`src/rtl/svc_pkg.sv`:
```
package svc_pkg;
  localparam int XLEN      = 32;
  localparam int IMM_W     = 24;
  localparam int CLS_W     = 4;
  localparam int MODE_W    = 5;
  localparam int IRQ_BIT   = 7;
  localparam logic [MODE_W-1:0] MODE_SVC = 5'b10011;
  localparam logic [MODE_W-1:0] MODE_USR = 5'b10000;
  localparam logic [CLS_W-1:0]  CLS_SVC  = 4'b1111;
  localparam logic [XLEN-1:0]   INSN_STEP = 32'd4;

  typedef struct packed {
    logic [XLEN-1:0]  pc;
    logic [XLEN-1:0]  cpsr;
    logic [XLEN-1:0]  lr;
    logic [XLEN-1:0]  spsr;
    logic [IMM_W-1:0] num;
  } arch_upd_t;
endpackage

```
`src/rtl/svc_decode.sv`:
```
module svc_decode
  import svc_pkg::*;
(
  input  logic [XLEN-1:0]  instr_i,
  output logic             is_svc_o,
  output logic [IMM_W-1:0] imm_o
);
  localparam int CLS_LSB = IMM_W;
  localparam int CLS_MSB = IMM_W + CLS_W - 1;

  // condition field is resolved upstream; only the class and immediate matter here
  logic unused_cond;
  assign unused_cond = ^instr_i[XLEN-1:CLS_MSB+1];

  assign is_svc_o = (instr_i[CLS_MSB:CLS_LSB] == CLS_SVC);
  assign imm_o    = instr_i[IMM_W-1:0];
endmodule

```
`src/rtl/svc_next.sv`:
```
module svc_next
  import svc_pkg::*;
#(
  parameter logic [XLEN-1:0] VEC_OFS = 32'h8
) (
  input  logic             take_i,
  input  logic [XLEN-1:0]  pc_i,
  input  logic [XLEN-1:0]  cpsr_i,
  input  logic [XLEN-1:0]  vbase_i,
  input  logic [IMM_W-1:0] imm_i,
  output arch_upd_t        upd_o
);
  logic [XLEN-1:0] cpsr_svc;

  // mode and IRQ mask forced, all other bits kept
  assign cpsr_svc = {cpsr_i[XLEN-1:IRQ_BIT+1], 1'b1, cpsr_i[IRQ_BIT-1:MODE_W], MODE_SVC};

  always_comb begin
    upd_o.lr   = pc_i + INSN_STEP;
    upd_o.spsr = cpsr_i;
    upd_o.num  = imm_i;
    upd_o.pc   = take_i ? (vbase_i + VEC_OFS) : (pc_i + INSN_STEP);
    upd_o.cpsr = take_i ? cpsr_svc : cpsr_i;
  end
endmodule

```
`src/rtl/svc_entry.sv`:
```
module svc_entry
  import svc_pkg::*;
#(
  parameter logic [XLEN-1:0] VEC_OFS  = 32'h8,
  parameter logic [XLEN-1:0] RST_PC   = '0,
  parameter logic [XLEN-1:0] RST_CPSR = 32'h0000_00D3
) (
  input  logic             clk_i,
  input  logic             rst_ni,
  input  logic             valid_i,
  input  logic [XLEN-1:0]  instr_i,
  input  logic             cond_pass_i,
  input  logic [XLEN-1:0]  pc_i,
  input  logic [XLEN-1:0]  cpsr_i,
  input  logic [XLEN-1:0]  vbase_i,
  input  logic             hi_exc_i,
  output logic [XLEN-1:0]  pc_o,
  output logic [XLEN-1:0]  cpsr_o,
  output logic [XLEN-1:0]  lr_svc_o,
  output logic [XLEN-1:0]  spsr_svc_o,
  output logic [IMM_W-1:0] svc_num_o,
  output logic             done_o,
  output logic             redirect_o
);
  logic             is_svc;
  logic [IMM_W-1:0] imm;
  logic             retire;
  logic             take;
  arch_upd_t        upd;

  svc_decode u_dec (
    .instr_i (instr_i),
    .is_svc_o(is_svc),
    .imm_o   (imm)
  );

  assign retire = valid_i && !hi_exc_i;
  assign take   = retire && cond_pass_i && is_svc;

  svc_next #(.VEC_OFS(VEC_OFS)) u_nxt (
    .take_i (take),
    .pc_i   (pc_i),
    .cpsr_i (cpsr_i),
    .vbase_i(vbase_i),
    .imm_i  (imm),
    .upd_o  (upd)
  );

  always_ff @(posedge clk_i or negedge rst_ni) begin
    if (!rst_ni) begin
      pc_o       <= RST_PC;
      cpsr_o     <= RST_CPSR;
      lr_svc_o   <= '0;
      spsr_svc_o <= '0;
      svc_num_o  <= '0;
      done_o     <= 1'b0;
      redirect_o <= 1'b0;
    end else begin
      done_o     <= retire;
      redirect_o <= take;
      if (retire) begin
        pc_o   <= upd.pc;
        cpsr_o <= upd.cpsr;
      end
      if (take) begin
        lr_svc_o   <= upd.lr;
        spsr_svc_o <= upd.spsr;
        svc_num_o  <= upd.num;
      end
    end
  end
endmodule

```
`config.mk`:
```
export PLATFORM = sky130hd
export DESIGN_NAME = svc_entry
export DESIGN_NICKNAME = d
export VERILOG_FILES = /design/src/rtl/svc_pkg.sv /design/src/rtl/svc_decode.sv /design/src/rtl/svc_next.sv /design/src/rtl/svc_entry.sv
export SDC_FILE = /design/constraint.sdc
export NUM_CORES = 1
export LEC_CHECK = 0
export BUFFER_PORTS_ARGS = -buffer_cell sky130_fd_sc_hd__buf_4
export CAP_MARGIN = 20
export CORE_ASPECT_RATIO = 1.4
export CORE_MARGIN = 3
export CORE_UTILIZATION = 35
export DETAILED_ROUTE_END_ITERATION = 16
export SLEW_MARGIN = 10
export SYNTH_ARGS = -nofsm -noshare
export SYNTH_HDL_FRONTEND = slang
export SYNTH_SLANG_ARGS = --single-unit
export TNS_END_PERCENT = 10
```
`constraint.sdc`:
```
create_clock -name clk_i -period 2.4 [get_ports clk_i]
set_clock_uncertainty 0.2 [all_clocks]
set_input_delay 0.24 -clock clk_i [delete_from_list [all_inputs] [get_ports clk_i]]
set_output_delay 0.24 -clock clk_i [all_outputs]
set_load 0.05 [all_outputs]
```
* Word level (Yosys, flattened, before mapping)
Index checks and enable logic that the tools add are counted.
** Cells by class
- Mux-type cells :: 2
- Multiply operators :: 0
- Shift-type cells :: 0
- Divide/modulo/power cells :: 0
- Bitwise operators :: 0
- Reductions and logical operators :: 4
- $lt $le $gt $ge :: 0
- Equal/unequal tests :: 1
- $add $sub $neg :: 2
** Operators by type and width (number)
- adder 32 x 3 -> 32 bit, second input constant :: 1
- adder 32 x 4 -> 32 bit, second input constant :: 1
- two-way mux 32 bit :: 1
- two-way mux 8 bit :: 1
- == test 4 bit, second input constant :: 1
- logical AND 1 bit :: 3
- logical NOT 1 bit :: 1
** Storage, ports and cells
- Input port bits :: 133
- Word-level logic and storage cells :: 16
- Bits in writable memories :: 0
- Latch bits :: 0
- Register bits after elaboration :: 154
- Memories :: 0
- Bits in read-only memories :: 0
- Output and inout bits :: 154

* Longest topological paths before layout
- Word-level depth :: 5
- Mapped depth :: 9
- Depth with buffers taken out :: 7

* Modules after synthesis
A second synthesis with hierarchy kept.
** Second synthesis, totals
- Cell total of the unflattened synthesis :: 653
- Area total of the unflattened synthesis :: 8084.0 um^2
** By module, submodules not included
- svc_entry :: seq. area each 3860.0 um^2, instances 1, area an instance 5709.2 um^2, cells each 325
- svc_next :: seq. area each 0.0 um^2, instances 1, area an instance 2185.8 um^2, cells each 303
- svc_decode :: seq. area each 0.0 um^2, instances 1, area an instance 188.9 um^2, cells each 25

* Least setup slack after synthesis
Ideal clock, no wire load.
- Path type :: input -> register
- Start point :: input pc_i[2]
- End point :: register pc_o[20]
- Arrival :: 1.496 ns
- Path slack :: 0.578 ns
- Required time :: 2.074 ns
- Cell stages on the path :: 6
- Buffers on the path :: 0
- Cell sequence :: ha_1 -> nand4_1 -> nor4_4 -> nand3_1 -> xnor2_1 -> a221o_1
** On the way
- Longest elaborated chain between the ends :: 2
** RTL lines
- start, declared :: RTL line svc_entry.sv:13 : input logic [XLEN-1:0] pc_i,
- adder 32 x 3 -> 32 bit :: RTL line svc_next.sv:22 : upd_o.pc = take_i ? (vbase_i + VEC_OFS) : (pc_i + INSN_STEP);
- two-way mux 32 bit :: RTL line svc_next.sv:22
- end signal, assigned :: RTL line svc_entry.sv:62 : pc_o <= upd.pc;
- end, declared :: RTL line svc_entry.sv:17 : output logic [XLEN-1:0] pc_o,
No other way between the ends.
A chain may end at the register's enable or synchronous reset.

* Worst setup path in the final report
- Start point :: input pc_i[6]
- End point :: register pc_o[29]
Same word-level chain as after synthesis.

==> impl_metrics.py <==
metrics = {
    "timing": {
        "slew_headroom": 0.613,
        "max_freq_mhz": 449,
        "setup_ws_ns": 0.175,
        "tns_ns": 0,
        "post-route-min-period_ns": 2.23,
        "hold_slack_ns": 0.000870,
        "final-hold-violation-count": 0,
        "final_max_slew_viol_count": 0,
        "finalSetupViolations": 0,
        "tightest_slew_ns": 0.577,
        "rsz0062_at_grt": "false",
        "fin_crit_sh": 0.927,
    },
    "floorplan": {
        "initial_utilization": 0.358,
        "ios": 287,
        "fp.dieW_um": 127,
        "die_h_um": 175,
        "die_area_um2": 22100,
        "std_cell_rows": 61,
        "core_um2": 19900,
    },
    "routing": {
        "route.vias.total": 6960,
        "wl_met2_um": 12700,
        "wl_met3_um": 1310,
        "wl_met1_um": 10000,
        "drtIter0Drc": 342,
        "wl_per_cell_um": 17.4,
        "routed_wirelength_um": 25000,
        "drc": 0,
        "highest_layer": "met4",
        "firstDrtPassIters": 4,
        "ant_nets": 0,
        "via_per_inst": 4.84,
    },
    "worst_setup_path": {
        "r2r_start": "pc_o[21]",
        "cpMaxStageDelayCell": "dlygate4sd3_1",
        "startpoint_type": "input pin",
        "path_cells": "dlygate4sd3_1 > buf_4 > nand4_4 > nor4_4 > buf_4 > nand4_1 > xor2_1 > o211ai_1",
        "max_stage_delay_ns": 0.57,
        "cp-startpoint": "pc_i[6]",
        "crit_type": "input pin to register",
        "arrival_ns": 2.32,
        "required_ns": 2.49,
        "crit_fanout": 7,
        "crit_path_end_kind": "register",
        "cp_common_cell": "buf_4",
    },
    "clock_tree": {
        "cts_tree": "yes",
        "path_clk_slew_ns": 0.07,
        "numClockSinks": 154,
        "cts_setup_buffers": 0,
        "postCtsResizedCells": 0,
        "cts_root_buf": "clkbuf_16",
        "cts_buffers": 17,
        "htree_levels": 4,
        "clockBufferDepth": 2,
        "clk_latency_ns": 0.41,
    },
    "synth": {
        "syn_nets": 937,
        "avgSynthCellArea_um2": 8.88,
        "synth-edff-count": 0,
        "ys_warn_count": 0,
        "ys_seq_elements": 154,
        "yosys.area.top_type_share": 0.523,
        "synthTopCellsByCount": "nand2_1 (329), dfrtp_1 (149), nor2_1 (45)",
        "synth_cell_types": 43,
        "syn_inst": 802,
        "netlist_area_um2": 7120,
        "yosysTopAreaCell": "dfrtp_1",
        "ys.flop_type": "dfrtp_1",
        "synth.area.top_cells": "dfrtp_1 (52%), nand2_1 (17%), xor2_1 (3.3%)",
        "ys_seq_area_frac": 0.542,
        "async_flop_share": 1.00,
        "synthMostInstantiatedCell": "nand2_1",
    },
    "worst_hold_path": {
        "min_from": "pc_i[19]",
        "min_path_type": "input pin to register",
    },
    "finish": {
        "multi_input_area_um2": 3100,
        "drive_gt1_frac": 0.307,
        "finalInstanceArea_um2": 11100,
        "antenna_cells": 0,
        "stdcell_count": 1437,
        "area_delta_synth_final_pct": 56.0,
        "fillers": 1872,
        "regArea_um2": 3860,
        "fin_nets": 1307,
        "postLayoutCoreUtil": 0.558,
    },
    "global_routing": {
        "antenna_found_initial": 0,
        "overflow": 0,
        "grt_max_degree": 81,
        "grt_pass1_vias": 7039,
        "track_usage": 0.225,
        "grt_pass1_wl_um": 38900,
    },
    "status": {
        "status": "finished, final reports clean",
    },
    "place": {
        "dp_hpwl_um": 17900,
        "place_ws_ns": 0.205,
        "port_buffers": 282,
        "placed_cell_area_um2": 9640,
        "routabilityCongestion": 0.805,
        "dp_cells": 1320,
    },
    "power_and_ir_drop": {
        "total_power_mw": 8.77,
        "ir_drop_v": 0.000514,
        "power_density_nw_per_um2": 789,
        "power_leakage_nw": 5.64,
    },
    "job": {
        "max_cap_violations": 0,
    },
}
flip-flops by register name (all words and copies together) (netlist names):
signal,flops
redirect_o,1
spsr_svc_o,32
pc_o,32
done_o,1
lr_svc_o,32
svc_num_o,24
cpsr_o,32
power breakdown:
group          leakage [nW]  internal (mW)  switching [mW]
clock network         0.294           1.71            1.14
registers              1.97           2.95           0.193
logic                  3.38          0.886            1.90
cell families (layout without fill, tap and decap cells):
family	after synthesis	in the layout	synth area share
flip-flops	154	154	0.542
adder cells (fa/ha/maj)	2	2	0.00351
AND/OR/NAND/NOR	463	463	0.286
XOR/XNOR	44	44	0.0541
buffers and inverters	46	429	0.0251
AO/OA/AOI/OAI	79	79	0.0680
multiplexers	14	14	0.0211
layout make-up:
class	count	share of cell area
Inverter	7	0.00236
Multi-Input combinational cell	602	0.279
Tap cell	252	0.0284
Clock inverter	12	0.0145
Clock buffer	20	0.0411
Timing Repair Buffer	390	0.287
Sequential cell	154	0.347
per-layer routing:
layer | up-vias | global-route usage
met5 | - | 0
met1 | 3251 | 0.267
met4 | 0 | 0.102
met2 | 252 | 0.391
met3 | 54 | 0.0465
li1 | 3403 | -
placed cells by master (no fill, tap or decap), types with 5 or more instances in the layout:
cell,instances
dfrtp_1,149
nand2_1,328
dlygate4sd3_1,85
clkbuf_16,17
nand4_1,21
xor2_1,27
and3_1,6
nor2_1,45
nor3_1,12
nor4_1,5
dfstp_2,5
o21ai_0,31
buf_4,300
mux2_2,8
mux2i_1,6
inv_1,5
nand3_1,24
o211ai_1,6
xnor2_1,17
a21oi_1,21
critical path, delay by kind of cell:
| kind | cells | cell delay (ns) |
|---|---|---|
| xor gates and xnor gates | 1 | 0.24 |
| buffers and inverters | 3 | 0.93 |
| AOI/OAI and AO/OA | 1 | 0.13 |
| and+or+nand+nor | 3 | 0.77 |
timing repair:
| item | 4_1_cts | 5_1_grt |
|---|---|---|
| hold endpoints to repair | 253 | 0 |
| hold buffers | 85 | 0 |
| endpoints found under the setup margin | 0 | 2 |
final timing paths:
kind | end | slack, ns | depth (start not counted)
min in group asynchronous | svc_num_o[20] | 0.13 | 2
worst max-delay path | pc_o[29] | 0.17 | 8
worst min-delay path | lr_svc_o[19] | 0.0009 | 3
max in group asynchronous | lr_svc_o[30] | 1.21 | 3
worst min register to register | cpsr_o[6] | 0.26 | 2
worst max register to register | pc_o[21] | 1.30 | 2
Power figures use the tool's default switching activity.
